===== config.mk =====
export PLATFORM = sky130hd
export DESIGN_NAME = fetch_next_sel
export DESIGN_NICKNAME = d
export VERILOG_FILES = /design/src/rtl/fns_pkg.sv /design/src/rtl/fns_dec_table.sv /design/src/rtl/fns_ret_stack.sv /design/src/rtl/fetch_next_sel.sv
export SDC_FILE = /design/constraint.sdc
export NUM_CORES = 1
export LEC_CHECK = 0
export BUFFER_PORTS_ARGS = -buffer_cell sky130_fd_sc_hd__buf_4
export CORE_ASPECT_RATIO = 1.75
export CORE_MARGIN = 1.5
export CORE_UTILIZATION = 40
export CTS_BUF_LIST = sky130_fd_sc_hd__clkbuf_8 sky130_fd_sc_hd__clkbuf_16
export CTS_CLUSTER_DIAMETER = 120
export DETAILED_ROUTE_END_ITERATION = 12
export PLACE_DENSITY = 0.67
export SETUP_SLACK_MARGIN = 0.3
export SKIP_CTS_REPAIR_TIMING = 1
export SYNTH_ARGS = -nofsm -noshare
export SYNTH_HDL_FRONTEND = slang
export SYNTH_HIERARCHICAL = 1
export SYNTH_SLANG_ARGS = --single-unit

===== constraint.sdc =====
create_clock -name clk -period 8.7 [get_ports clk]
set_input_delay 2.61 -clock clk [delete_from_list [all_inputs] [get_ports clk]]
set_output_delay 2.61 -clock clk [all_outputs]
set_load 0.02 [all_outputs]

===== src/rtl/fns_pkg.sv =====
package fns_pkg;
    localparam logic [2:0] EX_FALL = 3'd0;
    localparam logic [2:0] EX_COND = 3'd1;
    localparam logic [2:0] EX_JUMP = 3'd2;
    localparam logic [2:0] EX_CALL = 3'd3;
    localparam logic [2:0] EX_RET  = 3'd4;
endpackage


===== src/rtl/fns_dec_table.sv =====
module fns_dec_table #(
    parameter int DEPTH = 64,
    parameter int W     = 5,
    localparam int IW   = $clog2(DEPTH)
) (
    input  logic          clk,
    input  logic          rst_n,
    input  logic          we,
    input  logic [IW-1:0] widx,
    input  logic [W-1:0]  wdata,
    input  logic [IW-1:0] ridx,
    output logic [W-1:0]  rdata
);
    logic [W-1:0] mem_q [DEPTH];
    logic [W-1:0] mem_d [DEPTH];

    always_comb begin
        mem_d = mem_q;
        if (we) mem_d[widx] = wdata;
    end

    always_ff @(posedge clk or negedge rst_n) begin
        if (!rst_n) begin
            for (int i = 0; i < DEPTH; i++) mem_q[i] <= '0;
        end else begin
            mem_q <= mem_d;
        end
    end

    assign rdata = mem_q[ridx];

    // a write is visible on the next cycle
    a_r9_write_visible: assert property (@(posedge clk) disable iff (!rst_n)
        (we && ridx == widx) |=> (rdata == $past(wdata) || $past(ridx) != ridx));
endmodule


===== src/rtl/fns_ret_stack.sv =====
module fns_ret_stack #(
    parameter int DEPTH = 8,
    parameter int AW    = 16,
    localparam int PW   = $clog2(DEPTH)
) (
    input  logic          clk,
    input  logic          rst_n,
    input  logic          push,
    input  logic          pop,
    input  logic [AW-1:0] push_val,
    input  logic          restore,
    input  logic [PW-1:0] restore_ptr,
    output logic [AW-1:0] top,
    output logic [PW-1:0] ptr
);
    logic [AW-1:0] mem_q [DEPTH];
    logic [AW-1:0] mem_d [DEPTH];
    logic [PW-1:0] ptr_q, ptr_d;

    always_comb begin
        mem_d = mem_q;
        ptr_d = ptr_q;
        if (restore) begin
            ptr_d = restore_ptr;
        end else if (push) begin
            ptr_d        = ptr_q + PW'(1);
            mem_d[ptr_d] = push_val;
        end else if (pop) begin
            ptr_d = ptr_q - PW'(1);
        end
    end

    always_ff @(posedge clk or negedge rst_n) begin
        if (!rst_n) begin
            for (int i = 0; i < DEPTH; i++) mem_q[i] <= '0;
            ptr_q <= '0;
        end else begin
            mem_q <= mem_d;
            ptr_q <= ptr_d;
        end
    end

    assign top = mem_q[ptr_q];
    assign ptr = ptr_q;

    // a pushed value becomes the top
    a_r6_push_top: assert property (@(posedge clk) disable iff (!rst_n)
        (push && !restore) |=> top == $past(push_val));
    // a pop steps the pointer back with wrap
    a_r6_pop_ptr: assert property (@(posedge clk) disable iff (!rst_n)
        (pop && !push && !restore) |=> ptr == $past(ptr) - PW'(1));
endmodule


===== src/rtl/fetch_next_sel.sv =====
module fetch_next_sel
    import fns_pkg::*;
#(
    parameter int ADDR_W    = 16,
    parameter int SLOT_W    = 2,
    parameter int RAS_DEPTH = 8,
    parameter int TAB_DEPTH = 64,
    parameter logic [ADDR_W-1:0] RESET_ADDR = '0,
    localparam int DEC_W = 3 + SLOT_W,
    localparam int IDX_W = $clog2(TAB_DEPTH),
    localparam int PTR_W = $clog2(RAS_DEPTH)
) (
    input  logic              clk,
    input  logic              rst_n,
    input  logic              adv,
    input  logic [ADDR_W-1:0] btb_target,
    input  logic [DEC_W-1:0]  btb_dec,
    input  logic [DEC_W-1:0]  btb_ft_dec,
    input  logic [ADDR_W-1:0] jmp_target,
    input  logic [DEC_W-1:0]  jmp_dec,
    input  logic [DEC_W-1:0]  jmp_ft_dec,
    input  logic              ckpt_valid,
    input  logic [ADDR_W-1:0] ckpt_addr,
    input  logic [DEC_W-1:0]  ckpt_dec,
    input  logic [DEC_W-1:0]  ckpt_fall_dec,
    input  logic [DEC_W-1:0]  ckpt_ret_dec,
    input  logic [PTR_W-1:0]  ckpt_ras_ptr,
    input  logic              rdt_we,
    input  logic [IDX_W-1:0]  rdt_widx,
    input  logic [DEC_W-1:0]  rdt_wdata,
    input  logic              t2_we,
    input  logic [IDX_W-1:0]  t2_widx,
    input  logic [DEC_W-1:0]  t2_wdata,
    output logic [ADDR_W-1:0] blk_addr,
    output logic [DEC_W-1:0]  blk_dec,
    output logic [DEC_W-1:0]  fall_dec,
    output logic [DEC_W-1:0]  ret_dec,
    output logic [PTR_W-1:0]  ras_ptr
);
    localparam int BLK = 1 << SLOT_W;

    typedef struct packed {
        logic [ADDR_W-1:0] addr;
        logic [DEC_W-1:0]  dec;
        logic [DEC_W-1:0]  fall;
        logic [DEC_W-1:0]  ret;
    } sel_st_t;

    sel_st_t st_q, st_d;

    logic [2:0]        kind;
    logic [SLOT_W-1:0] slot;
    logic [ADDR_W-1:0] base, ft_addr, call_ret;
    logic [ADDR_W-1:0] nxt_addr, ras_top;
    logic [DEC_W-1:0]  nxt_dec, nxt_fall, t2_rdata, rdt_rdata;
    logic              do_push, do_pop;

    fns_dec_table #(.DEPTH(TAB_DEPTH), .W(DEC_W)) u_t2_tab (
        .clk(clk), .rst_n(rst_n), .we(t2_we), .widx(t2_widx), .wdata(t2_wdata),
        .ridx(st_q.addr[SLOT_W +: IDX_W]), .rdata(t2_rdata)
    );

    fns_dec_table #(.DEPTH(TAB_DEPTH), .W(DEC_W)) u_rdt_tab (
        .clk(clk), .rst_n(rst_n), .we(rdt_we), .widx(rdt_widx), .wdata(rdt_wdata),
        .ridx(ras_top[SLOT_W +: IDX_W]), .rdata(rdt_rdata)
    );

    fns_ret_stack #(.DEPTH(RAS_DEPTH), .AW(ADDR_W)) u_ras (
        .clk(clk), .rst_n(rst_n), .push(do_push), .pop(do_pop), .push_val(call_ret),
        .restore(ckpt_valid), .restore_ptr(ckpt_ras_ptr), .top(ras_top), .ptr(ras_ptr)
    );

    always_comb begin
        kind     = st_q.dec[2:0];
        slot     = st_q.dec[DEC_W-1:3];
        base     = {st_q.addr[ADDR_W-1:SLOT_W], SLOT_W'(0)};
        ft_addr  = base + ADDR_W'(BLK);
        call_ret = base + ADDR_W'(slot) + ADDR_W'(1);
        nxt_addr = ft_addr;
        nxt_dec  = st_q.fall;
        nxt_fall = t2_rdata;
        case (kind)
            EX_COND, EX_CALL: begin
                nxt_addr = btb_target;
                nxt_dec  = btb_dec;
                nxt_fall = btb_ft_dec;
            end
            EX_JUMP: begin
                nxt_addr = jmp_target;
                nxt_dec  = jmp_dec;
                nxt_fall = jmp_ft_dec;
            end
            EX_RET: begin
                nxt_addr = ras_top;
                nxt_dec  = st_q.ret;
            end
            default: ;
        endcase
        do_push = adv && !ckpt_valid && kind == EX_CALL;
        do_pop  = adv && !ckpt_valid && kind == EX_RET;

        st_d     = st_q;
        st_d.ret = rdt_rdata;
        if (ckpt_valid) begin
            st_d.addr = ckpt_addr;
            st_d.dec  = ckpt_dec;
            st_d.fall = ckpt_fall_dec;
            st_d.ret  = ckpt_ret_dec;
        end else if (adv) begin
            st_d.addr = nxt_addr;
            st_d.dec  = nxt_dec;
            st_d.fall = nxt_fall;
        end
    end

    always_ff @(posedge clk or negedge rst_n) begin
        if (!rst_n) begin
            st_q <= '{addr: RESET_ADDR, dec: '0, fall: '0, ret: '0};
        end else begin
            st_q <= st_d;
        end
    end

    assign blk_addr = st_q.addr;
    assign blk_dec  = st_q.dec;
    assign fall_dec = st_q.fall;
    assign ret_dec  = st_q.ret;

    // a return block goes to the stack top
    a_r2_ret_target: assert property (@(posedge clk) disable iff (!rst_n)
        (adv && !ckpt_valid && kind == EX_RET) |=> blk_addr == $past(ras_top));
    // a jump block takes the jump predictor's decode
    a_r3_jump_dec: assert property (@(posedge clk) disable iff (!rst_n)
        (adv && !ckpt_valid && kind == EX_JUMP) |=> blk_dec == $past(jmp_dec));
    // a stall holds the block
    a_r7_hold: assert property (@(posedge clk) disable iff (!rst_n)
        (!adv && !ckpt_valid) |=> ($stable(blk_addr) && $stable(blk_dec) && $stable(ras_ptr)));
    // a restore loads the checkpoint
    a_r8_restore: assert property (@(posedge clk) disable iff (!rst_n)
        ckpt_valid |=> (blk_addr == $past(ckpt_addr) && ras_ptr == $past(ckpt_ras_ptr)
                        && ret_dec == $past(ckpt_ret_dec)));
endmodule


==> reports/summary.log, run 1 <==
INFO  clocking       cts.sinks=802
INFO  floorplanning  die-height=413um
INFO  power          ir_worst_vdd=0.219mV
INFO  yosys          post_synthesis_cell_count=2675
INFO  global_routing grt_util_met3=3.50%
INFO  critical_path  criticalPathCategory=input pin to flip-flop
INFO  outcome        run_status=complete, no violations
INFO  global_routing grt_met1_use=25.6%
INFO  sta            maxSlewHeadroom=11.6%
INFO  global_routing first_global_vias=25800
INFO  layout         stdcell_area=43000um^2
INFO  power          p_seq_share=46.2%
INFO  placed_design  gp_routability_congestion=0.865
INFO  floorplanning  fp-row-count=150
INFO  global_routing grt_max_degree=202
INFO  yosys          ys_ff_latch=802
INFO  routing        vias_per_cell=5.91
INFO  yosys          synth_top_flop_cell=sky130_fd_sc_hd__dfrtp_1
INFO  yosys          postSynth.asyncResetShare=100%
INFO  sta            finish_stage_setup_viols=0
INFO  routing        totalWireLength=105000um
INFO  sta            final.min_clock_period=5.08ns
INFO  critical_path  slowest_stage=sky130_fd_sc_hd__nor2_2
INFO  global_routing grt.met2_usage=38.8%
INFO  clocking       clk-insertion-delay-late=0.67ns
INFO  routing        number_of_vias_in_the_routed_layout=23700
INFO  layout         fillers=8407
INFO  layout         synthToLayoutAreaGrowth=12.0%
INFO  sta            finalSetupTns=0ns
INFO  yosys          syn_area_per_cell=14.3um^2
INFO  sta            final.setup.worst_slack=3.62ns
INFO  critical_path  worstPathRequired=9.25ns
INFO  sta            max_slew.worst_pin.slew=1.33ns
INFO  routing        antenna_left=0
INFO  power          sw_frac_of_total=27.8%
INFO  clocking       tritoncts=done
INFO  routing        drc=0
INFO  yosys          number_of_synthesized_flops_with_an_enable_pin=0
INFO  power          power.switching=0.00273W
INFO  sta            worst_hold_slack=0.501ns
INFO  critical_path  worstSetupStartpointType=input pin
INFO  power          powerDensity=228nW/um^2
INFO  global_routing grt_antenna_before_repair=4
INFO  clocking       cts_inserted_buffers=76
INFO  floorplanning  die_area=97800um^2
INFO  sta            unrepaired_setup_endpoints_after_global_routing=no
INFO  placed_design  port_buffers=147
INFO  placed_design  dpl.hpwl=72700um
INFO  global_routing gr-usage-all-layers=21.8%
INFO  power          static-leakage-power=19.4nW
INFO  layout         drive_gt1_share=46.2%
INFO  sta            report.final.hold_viol_count=0
INFO  floorplanning  ioPinCount=148
INFO  sta            finalMaxSlewViolations=0
INFO  clocking       clock_tree.buffer_depth=3
INFO  layout         num-nets-final=2856
INFO  power          pwr-share-comb=18.2%
INFO  placed_design  dpl_cell_area=40300um^2
INFO  floorplanning  core_area=95300um^2
INFO  yosys          ys_types=73
INFO  routing        detail_route.wl_per_cell=26.2um
INFO  floorplanning  die_w=237um
INFO  yosys          yosysWarningCount=6
INFO  critical_path  path_cells=buf_4, nand2b_1, nor3_1, nand4b_1, nor2_2, mux2_2
INFO  yosys          ys_seq_area_share=52.3%
INFO  critical_path  critical_path.max_fanout=69
INFO  clocking       clock-root-buffer=sky130_fd_sc_hd__clkbuf_16
INFO  routing        detail_route.iter0.violations=1681
INFO  yosys          synth.net_count=2793
INFO  power          clock_power_share=35.6%
INFO  sta            fmax=197MHz
INFO  critical_path  critPathCaptureType=flip-flop
INFO  global_routing grt_overflow=0
INFO  global_routing grt_pass1_wl=161000um
INFO  floorplanning  starting_density_of_the_core=40.2%
INFO  job            maxCapViolations=0
INFO  critical_path  critPathMaxStageDelay=0.80ns
INFO  clocking       cts_htree_levels=3
INFO  clocking       path_clk_slew=0.06ns
INFO  min_path       classification_of_the_worst_slack_hold_path=flip-flop to flip-flop
INFO  global_routing globalRoute.busiestLayer=met2
INFO  sta            skew=0.0300ns
INFO  placed_design  pre_cts_ws=2.99ns
INFO  power          intPower=0.00707W
INFO  routing        detailedRoute.firstPassIterationCount=5
INFO  yosys          netlist_area=38300um^2
INFO  sta            final_min_period_over_clock_period=58.4%
INFO  critical_path  cp_data_arrival_time=5.63ns
INFO  layout         fin_util=45.1%
[worst max-delay path, delay by kind of cell]
kind	cells	cell delay, ns
multiplexers	1	0.43
AND/OR/NAND/NOR	4	2.21
buffers and inverters	1	0.31
[layer usage]
metal  share of wire, %  wire length, um
met3                5.3             5590
met4                4.6             4890
met1                 38            39800
met5             0.0076                8
met2                 52            55000
[metrics by stage]
step	total power, W	instances
2_1_floorplan	0.00570	2675
3_3_place_gp	0.00627	3876
3_5_place_dp	0.00637	3876
4_1_cts	0.00990	4014
5_1_grt	0.0102	4014
6_report	0.00980	4016
[layout make-up]
class | instances | area (um^2) | share of cell area (%)
diodes | 2 | 5.00 | 0.0116
clock buffers | 91 | 2110 | 4.91
clock inverters | 47 | 553 | 1.29
inverters | 12 | 45.0 | 0.105
multi-input cells | 1673 | 17300 | 40.3
flip-flops and latches | 802 | 20100 | 46.7
well taps | 1216 | 1520 | 3.54
repair buffers | 173 | 1340 | 3.13
[cells in the final DEF, fill, tap and decap left out, types with 25 or more instances in the layout]
master | netlist | final
sky130_fd_sc_hd__mux2i_1 | 27 | 27
sky130_fd_sc_hd__inv_1 | 8 | 25
sky130_fd_sc_hd__mux4_2 | 172 | 172
sky130_fd_sc_hd__mux2_2 | 793 | 793
sky130_fd_sc_hd__a21oi_1 | 37 | 37
sky130_fd_sc_hd__buf_4 | 14 | 169
sky130_fd_sc_hd__nand2_1 | 135 | 132
sky130_fd_sc_hd__dfrtp_1 | 802 | 797
sky130_fd_sc_hd__nand3_1 | 35 | 35
sky130_fd_sc_hd__nor2_1 | 127 | 127
sky130_fd_sc_hd__clkbuf_16 | 0 | 76
[power by group through the flow]
| stage | sequential [W] | clock [W] | combinational [W] |
|---|---|---|---|
| after floorplan | 0.00447 | 0 | 0.00123 |
| after global placement | 0.00454 | 0 | 0.00173 |
| after detailed placement | 0.00459 | 0 | 0.00178 |
| after CTS | 0.00452 | 0.00359 | 0.00179 |
| after global routing | 0.00458 | 0.00372 | 0.00190 |
| final | 0.00453 | 0.00349 | 0.00178 |
[sequential cells by signal, summed over array words and instances (netlist names)]
name and count:
u_t2_tab/mem_q 320, u_ras/mem_q 128, ret_dec 5, blk_addr 16, blk_dec 5, u_rdt_tab/mem_q 320, fall_dec 5, u_ras/ptr 3
[path summary, 6_finish.rpt]
| check | slack [ns] | end | depth (start not counted) | start |
|---|---|---|---|---|
| worst max-delay path | 3.62 | u_ras/mem_q[91] | 6 | ckpt_valid |
| worst min-delay path | 0.50 | u_rdt_tab/mem_q[269] | 1 | u_rdt_tab/mem_q[269] |
| worst max register to register | 3.70 | ret_dec[0] | 10 | u_ras/ptr[1] |
| worst min register to register | 0.50 | u_rdt_tab/mem_q[269] | 1 | u_rdt_tab/mem_q[269] |
| max in group asynchronous | 4.99 | u_t2_tab/mem_q[293] | 2 | rst_n |
| min in group asynchronous | 1.99 | u_t2_tab/mem_q[72] | 1 | rst_n |
[Yosys cell counts (8+ instances only)]
library cell	n	area, um^2
sky130_fd_sc_hd__o21ai_0	24	120
sky130_fd_sc_hd__buf_1	15	56.3
sky130_fd_sc_hd__inv_1	8	30.0
sky130_fd_sc_hd__nand2_1	135	507
sky130_fd_sc_hd__nor2_1	127	477
sky130_fd_sc_hd__mux4_1	14	368
sky130_fd_sc_hd__nand3b_1	15	113
sky130_fd_sc_hd__mux4_2	172	3870
sky130_fd_sc_hd__dfrtp_1	802	20100
sky130_fd_sc_hd__a32o_1	9	90.1
sky130_fd_sc_hd__mux2i_1	27	270
sky130_fd_sc_hd__clkbuf_1	89	334
sky130_fd_sc_hd__buf_4	14	105
sky130_fd_sc_hd__nor3b_1	16	120
sky130_fd_sc_hd__nor2b_1	12	75.1
sky130_fd_sc_hd__o21ai_1	11	55.1
sky130_fd_sc_hd__a221oi_1	9	78.8
sky130_fd_sc_hd__o22ai_1	18	113
sky130_fd_sc_hd__a21oi_1	37	185
sky130_fd_sc_hd__nand2b_1	8	50.1
sky130_fd_sc_hd__a22oi_1	13	97.6
sky130_fd_sc_hd__nor3_1	16	80.1
sky130_fd_sc_hd__nand3_1	35	175
sky130_fd_sc_hd__mux2_2	793	8930
sky130_fd_sc_hd__buf_2	51	255
sky130_fd_sc_hd__o221ai_1	23	201
sky130_fd_sc_hd__and2_1	15	93.8
sky130_fd_sc_hd__o211ai_1	12	90.1
sky130_fd_sc_hd__xnor2_1	14	123
sky130_fd_sc_hd__a22o_1	8	70.1
sky130_fd_sc_hd__buf_6	13	146
[cell families (layout without fill, tap and decap cells)]
| logic type | after synthesis | count (layout) | share of synthesized area, % |
|---|---|---|---|
| flops | 802 | 802 | 52.3 |
| buf+inv | 200 | 323 | 2.59 |
| other cells | 0 | 2 | 0 |
| mux | 1007 | 1007 | 35.1 |
| compound gates | 213 | 213 | 3.93 |
| xor+xnor | 23 | 23 | 0.584 |
| simple gates | 426 | 426 | 5.35 |
| fa+ha+maj | 4 | 4 | 0.131 |
No activity file was read; power rests on OpenSTA's default activity.
==> run 2, diff against run 1 <==
--- a/config.mk
+++ b/config.mk
@@ -12,7 +12,7 @@
 export CTS_BUF_LIST = sky130_fd_sc_hd__clkbuf_8 sky130_fd_sc_hd__clkbuf_16
 export CTS_CLUSTER_DIAMETER = 120
 export DETAILED_ROUTE_END_ITERATION = 12
-export PLACE_DENSITY = 0.67
+export PLACE_DENSITY = 0.69
 export SETUP_SLACK_MARGIN = 0.3
 export SKIP_CTS_REPAIR_TIMING = 1
 export SYNTH_ARGS = -nofsm -noshare
==> constraint.sdc (replaced) <==
create_clock -name clk -period 4.4 [get_ports clk]
set_input_delay 1.32 -clock clk [delete_from_list [all_inputs] [get_ports clk]]
set_output_delay 1.32 -clock clk [all_outputs]
set_load 0.02 [all_outputs]
==> run 2 against run 1 <==
- largest power group unchanged
- sequential power rose by 98%
- global-route usage is 0.13 points lower
- total power grew 99%
- non-clock buffer count up 49
- final cell count rose by 1.1%
- via count increased by 0.99%
- clock power is 99% higher
- core utilization is 0.47 points higher
==> reports/summary.log, run 2 (synthesis gave the netlist of run 1 again) <==
INFO  outcome        run_status=complete, no violations
INFO  job            maxCapViolations=0
INFO  clocking       clock_tree.buffer_depth=3
INFO  sta            finalSetupTns=0ns
INFO  floorplanning  die_area=97800um^2
INFO  clocking       clock-root-buffer=sky130_fd_sc_hd__clkbuf_16
INFO  routing        detail_route.iter0.violations=1899
INFO  power          ir_worst_vdd=0.372mV
INFO  layout         stdcell_area=43400um^2
INFO  global_routing grt_met1_use=25.8%
INFO  layout         largest_regs=u_rdt_tab/mem_q: 320 flops, u_t2_tab/mem_q: 320 flops, u_ras/mem_q: 128 flops
INFO  global_routing gr-usage-all-layers=21.7%
INFO  routing        antenna_left=0
INFO  floorplanning  die-height=413um
INFO  layout         final_common_cell=sky130_fd_sc_hd__dfrtp_1
INFO  clocking       path_clk_slew=0.07ns
INFO  min_path       min_delay_worst_endpoint=u_rdt_tab/mem_q[275]
INFO  critical_path  critical_path.max_fanout=33
INFO  routing        drc=0
INFO  placed_design  dpl_cell_area=40800um^2
INFO  critical_path  critPathTopFamily=multiplexers
INFO  critical_path  criticalPathCategory=flip-flop to flip-flop
INFO  global_routing grt_pass1_wl=160000um
INFO  critical_path  worstPathRequired=4.97ns
INFO  critical_path  slowest_stage=sky130_fd_sc_hd__mux4_2
INFO  routing        number_of_vias_in_the_routed_layout=24000
INFO  power          design_power_total=0.0195W
INFO  routing        detailedRoute.firstPassIterationCount=6
INFO  routing        vias_per_cell=5.90
INFO  placed_design  port_buffers=147
INFO  power          static-leakage-power=19.6nW
INFO  layout         finalNonFillerCells=4062
INFO  global_routing grt_max_degree=111
INFO  sta            unrepaired_setup_endpoints_after_global_routing=no
INFO  clocking       clk-insertion-delay-late=0.69ns
INFO  clocking       tritoncts=done
INFO  critical_path  worst-path-buf-inv=1
INFO  floorplanning  core_area=95300um^2
INFO  critical_path  rr_worst_depth=9
INFO  global_routing grt_overflow=0
INFO  critical_path  r2r-start=u_ras/ptr[1]
INFO  sta            skew=0.0325ns
INFO  placed_design  gp_routability_congestion=0.882
INFO  critical_path  cp_data_arrival_time=4.10ns
INFO  floorplanning  starting_density_of_the_core=40.2%
INFO  floorplanning  die_w=237um
INFO  sta            finalMaxSlewViolations=0
INFO  min_path       hp-start=u_rdt_tab/mem_q[275]
INFO  sta            max_slew.worst_pin.slew=1.20ns
INFO  floorplanning  ioPinCount=148
INFO  min_path       hold-path-cell-count=1
INFO  sta            final.min_clock_period=3.53ns
INFO  critical_path  critPathCaptureType=flip-flop
INFO  placed_design  dpl.hpwl=73400um
INFO  global_routing globalRoute.busiestLayer=met2
INFO  placed_design  placed_cells=3925
INFO  sta            finish_stage_setup_viols=0
INFO  clocking       cts.sinks=802
INFO  global_routing grt_util_met3=3.05%
INFO  critical_path  worst-r2r-setup-slack=0.87ns
INFO  routing        totalWireLength=105000um
INFO  sta            fmax=284MHz
INFO  global_routing first_global_vias=25300
INFO  routing        detail_route.wl_per_cell=25.8um
INFO  sta            final_min_period_over_clock_period=80.1%
INFO  global_routing grt_antenna_before_repair=3
INFO  critical_path  critPathMaxStageDelay=0.58ns
INFO  floorplanning  fp-row-count=150
INFO  critical_path  timing.rr.end=ret_dec[2]
INFO  critical_path  path_common_cell=sky130_fd_sc_hd__mux4_2
INFO  power          powerDensity=448nW/um^2
INFO  sta            maxSlewHeadroom=20.0%
INFO  critical_path  worstSetupStartpointType=flip-flop
INFO  min_path       classification_of_the_worst_slack_hold_path=flip-flop to flip-flop
INFO  layout         num-nets-final=2905
INFO  clocking       cts_htree_levels=3
INFO  layout         drive_gt1_share=47.4%
INFO  critical_path  path_cells=mux4_2, nand2_1, nand2_4, buf_4, mux4_2, o22ai_1, a211oi_1, a32o_1, mux2_2
INFO  layout         final_cell_mix=sky130_fd_sc_hd__dfrtp_1 (796), sky130_fd_sc_hd__mux2_2 (793), sky130_fd_sc_hd__buf_4 (210)
INFO  global_routing grt.met2_usage=38.5%
INFO  clocking       cts_inserted_buffers=76
INFO  sta            report.final.hold_viol_count=0
INFO  layout         antenna_cells_inserted=0
INFO  layout         synthToLayoutAreaGrowth=13.2%
==> run 2: area by class of cell <==
class / count / area [um^2]
Clock buffer: 90 / 2090
Clock inverter: 47 / 556
Fill cell: 8422 / 51900
Inverter: 12 / 45.0
Multi-Input combinational cell: 1673 / 17300
Sequential cell: 802 / 20100
Tap cell: 1216 / 1520
Timing Repair Buffer: 222 / 1810
==> run 2: power breakdown <==
| part | switching (W) | internal, W | total, W |
|---|---|---|---|
| clock network | 0.00304 | 0.00392 | 0.00696 |
| logic | 0.00173 | 0.00178 | 0.00352 |
| registers | 0.000658 | 0.00833 | 0.00898 |
| total | 0.00543 | 0.0140 | 0.0195 |
==> run 2: worst max path at each step <==
stage | from | end | slack [ns] | cells after the start
floorplan | u_ras/ptr[1] | ret_dec[1] | 1.03 | 13
global placement | ckpt_valid | u_ras/mem_q[25] | 0.79 | 7
detailed placement | ckpt_valid | u_ras/mem_q[119] | 0.76 | 7
CTS | u_ras/ptr[1] | ret_dec[2] | 0.85 | 9
global route | u_ras/ptr[1] | ret_dec[4] | 0.74 | 9
finish | u_ras/ptr[1] | ret_dec[2] | 0.87 | 9
==> run 2: through the flow <==
step	hold slack, ns	setup WS, ns	utilization, %
4_1_cts	0.501	0.853	45.5
6_report	0.500	0.874	45.5
3_3_place_gp	0.479	0.787	42.8
5_1_grt	0.508	0.736	45.5
2_1_floorplan	0.470	1.03	-
3_5_place_dp	0.487	0.762	42.8
==> run 2: per-layer routing <==
layer / routed length (um) / part of all wire (%) / vias up
met5: 12 / 0.011 / -
met4: 4780 / 4.6 / 2
met3: 5540 / 5.3 / 224
met2: 54500 / 52 / 835
met1: 40000 / 38 / 12700
li1: - / - / 10200
==> run 3, diff against run 2 <==
--- a/config.mk
+++ b/config.mk
@@ -12,7 +12,7 @@
 export CTS_BUF_LIST = sky130_fd_sc_hd__clkbuf_8 sky130_fd_sc_hd__clkbuf_16
 export CTS_CLUSTER_DIAMETER = 120
 export DETAILED_ROUTE_END_ITERATION = 12
-export PLACE_DENSITY = 0.69
+export PLACE_DENSITY = 0.67
 export SETUP_SLACK_MARGIN = 0.3
 export SKIP_CTS_REPAIR_TIMING = 1
 export SYNTH_ARGS = -nofsm -noshare
==> constraint.sdc (replaced) <==
create_clock -name clk -period 3.7 [get_ports clk]
set_input_delay 1.11 -clock clk [delete_from_list [all_inputs] [get_ports clk]]
set_output_delay 1.11 -clock clk [all_outputs]
set_load 0.02 [all_outputs]
==> run 3 against run 2 <==
- routed wire length is 4.6% higher
- setup slack got worse by 0.46 ns
- sequential power increased by 19%
- fmax increased by 7.3%
- critical path type unchanged
- critical endpoint is now ret_dec[0]
- highest routed layer unchanged
==> reports/summary.log, run 3 (synthesis gave the netlist of run 1 again) <==
INFO  power          intPower=0.0168W
INFO  routing        drc=0
INFO  routing        vias_per_cell=5.94
INFO  layout         antenna_cells_inserted=0
INFO  routing        detail_route.wl_per_cell=26.8um
INFO  power          ir_worst_vdd=0.446mV
INFO  layout         synthToLayoutAreaGrowth=14.1%
INFO  power          powerDensity=532nW/um^2
INFO  critical_path  criticalPathCategory=flip-flop to flip-flop
INFO  sta            fmax=304MHz
INFO  outcome        run_status=complete, no violations
INFO  floorplanning  die-height=413um
INFO  clocking       tritoncts=done
INFO  sta            skew=0.0268ns
INFO  layout         final_common_cell=sky130_fd_sc_hd__dfrtp_1
INFO  global_routing grt_antenna_before_repair=1
INFO  placed_design  gp_routability_congestion=0.899
INFO  sta            unrepaired_setup_endpoints_after_global_routing=no
INFO  routing        number_of_vias_in_the_routed_layout=24300
INFO  clocking       cts.sinks=802
INFO  sta            final_min_period_over_clock_period=88.8%
INFO  layout         drive_gt1_share=48.0%
INFO  power          p_seq_share=46.0%
INFO  clocking       clock_tree.buffer_depth=3
INFO  floorplanning  starting_density_of_the_core=40.2%
INFO  critical_path  critical_path.max_fanout=20
INFO  power          pwr-share-comb=18.4%
INFO  power          power.switching=0.00645W
INFO  job            maxCapViolations=0
INFO  layout         fillers=8342
INFO  global_routing grt_max_degree=119
INFO  sta            finish_stage_setup_viols=0
INFO  routing        totalWireLength=110000um
INFO  floorplanning  core_area=95300um^2
INFO  clocking       cts_inserted_buffers=78
INFO  critical_path  cp_data_arrival_time=3.85ns
INFO  critical_path  critPathCaptureType=flip-flop
INFO  power          clock_power_share=35.6%
INFO  critical_path  worstPathRequired=4.26ns
INFO  global_routing gr-usage-all-layers=22.8%
INFO  clocking       clock-root-buffer=sky130_fd_sc_hd__clkbuf_16
INFO  sta            final.setup.worst_slack=0.414ns
INFO  floorplanning  die_w=237um
INFO  floorplanning  ioPinCount=148
INFO  sta            final.min_clock_period=3.29ns
INFO  min_path       classification_of_the_worst_slack_hold_path=input pin to async pin
INFO  clocking       cts_htree_levels=3
INFO  power          static-leakage-power=19.8nW
INFO  global_routing first_global_vias=26500
INFO  placed_design  port_buffers=147
INFO  critical_path  slowest_stage=sky130_fd_sc_hd__dfrtp_2
INFO  sta            finalMaxSlewViolations=0
INFO  floorplanning  die_area=97800um^2
INFO  layout         num-nets-final=2941
INFO  routing        length_of_routed_met2_wiring=56500um
INFO  routing        antenna_left=0
INFO  placed_design  dpl.hpwl=77500um
INFO  routing        detail_route.wirelength.met1=40700um
INFO  critical_path  path_common_cell=sky130_fd_sc_hd__mux2_2
INFO  sta            report.final.hold_viol_count=0
INFO  placed_design  pre_cts_ws=0.354ns
INFO  critical_path  path_cells=mux4_2, nand2_1, nand2_4, buf_4, mux2_2, a221oi_1, o211ai_1, a32o_1, mux2_2
INFO  routing        routed.top_layer=met5
INFO  global_routing grt_overflow=0
INFO  routing        detailedRoute.firstPassIterationCount=5
INFO  sta            finalSetupTns=0ns
INFO  clocking       clk-insertion-delay-late=0.67ns
INFO  sta            max_slew.worst_pin.slew=0.825ns
INFO  routing        detail_route.iter0.violations=1931
INFO  power          sw_frac_of_total=27.7%
INFO  critical_path  worstSetupStartpointType=flip-flop
INFO  sta            maxSlewHeadroom=44.4%
INFO  routing        met3_length=7100um
INFO  layout         largest_regs=u_rdt_tab/mem_q: 320 flops, u_t2_tab/mem_q: 320 flops, u_ras/mem_q: 128 flops
INFO  critical_path  critPathMaxStageDelay=0.61ns
INFO  layout         final_cell_mix=sky130_fd_sc_hd__dfrtp_1 (797), sky130_fd_sc_hd__mux2_2 (793), sky130_fd_sc_hd__buf_4 (237)
INFO  clocking       path_clk_slew=0.06ns
INFO  floorplanning  fp-row-count=150
INFO  global_routing grt_pass1_wl=168000um
-- run 3: cell count changes in the layout (fill, tap and decap cells not counted), sizes merged --
cell	previous run	this run
bufinv	8	9
clkbuf	90	89
clkinv	22	17
clkinvlp	3	8
buf	222	256
inv	26	29
-- run 3: per-layer routing --
metal,up-vias,GRT usage (%)
met2,897,40.2
li1,10300,-
met1,12900,26.3
met3,258,4.59
met4,2,11.5
met5,-,0
-- run 3: metrics by stage --
| stage | instance area (um^2) | util, % | power [W] | cells | hold WS (ns) |
|---|---|---|---|---|---|
| 2_1_floorplan | 38300 | - | 0.0134 | 2675 | 0.470 |
| 3_3_place_gp | 41100 | 43.1 | 0.0149 | 3958 | 0.478 |
| 3_5_place_dp | 41100 | 43.1 | 0.0151 | 3958 | 0.485 |
| 4_1_cts | 43700 | 45.9 | 0.0234 | 4098 | 0.418 |
| 5_1_grt | 43800 | 45.9 | 0.0242 | 4099 | 0.448 |
| 6_report | 43800 | 45.9 | 0.0233 | 4099 | 0.415 |
-- run 3: layout make-up --
| type | instances | area [um^2] | area share, % |
|---|---|---|---|
| Multi-Input combinational cell | 1673 | 17300 | 39.6 |
| Tap cell | 1216 | 1520 | 3.48 |
| Inverter | 12 | 45.0 | 0.103 |
| Sequential cell | 802 | 20100 | 45.9 |
| Clock buffer | 89 | 2110 | 4.83 |
| Timing Repair Buffer | 256 | 2140 | 4.88 |
| Clock inverter | 51 | 547 | 1.25 |
-- run 3: critical path, delay by kind of cell (launching register included) --
family                 cells  cell delay [ns]
buffers and inverters      1             0.26
AO/OA/AOI/OAI              3             0.94
flip-flops                 1             0.61
multiplexers               3             1.13
AND/OR/NAND/NOR            2             0.24
-- run 3: power by group through the flow --
stage	Sequential [W]	Clock (W)	Combinational [W]
6_report	0.0107	0.00829	0.00428
5_1_grt	0.0108	0.00883	0.00455
4_1_cts	0.0107	0.00848	0.00426
3_5_place_dp	0.0109	0	0.00424
3_3_place_gp	0.0108	0	0.00411
2_1_floorplan	0.0105	0	0.00289
-- run 3: path summary, 6_finish.rpt --
path	from	to	slack, ns	cells after the start
max	u_ras/ptr[1]	ret_dec[0]	0.41	9
min	rst_n	u_t2_tab/mem_q[65]	0.42	1
max reg2reg	u_ras/ptr[1]	ret_dec[0]	0.41	9
min reg2reg	u_rdt_tab/mem_q[257]	u_rdt_tab/mem_q[257]	0.50	1
max in group asynchronous	rst_n	u_rdt_tab/mem_q[35]	2.14	2
min in group clk	u_rdt_tab/mem_q[257]	u_rdt_tab/mem_q[257]	0.50	1
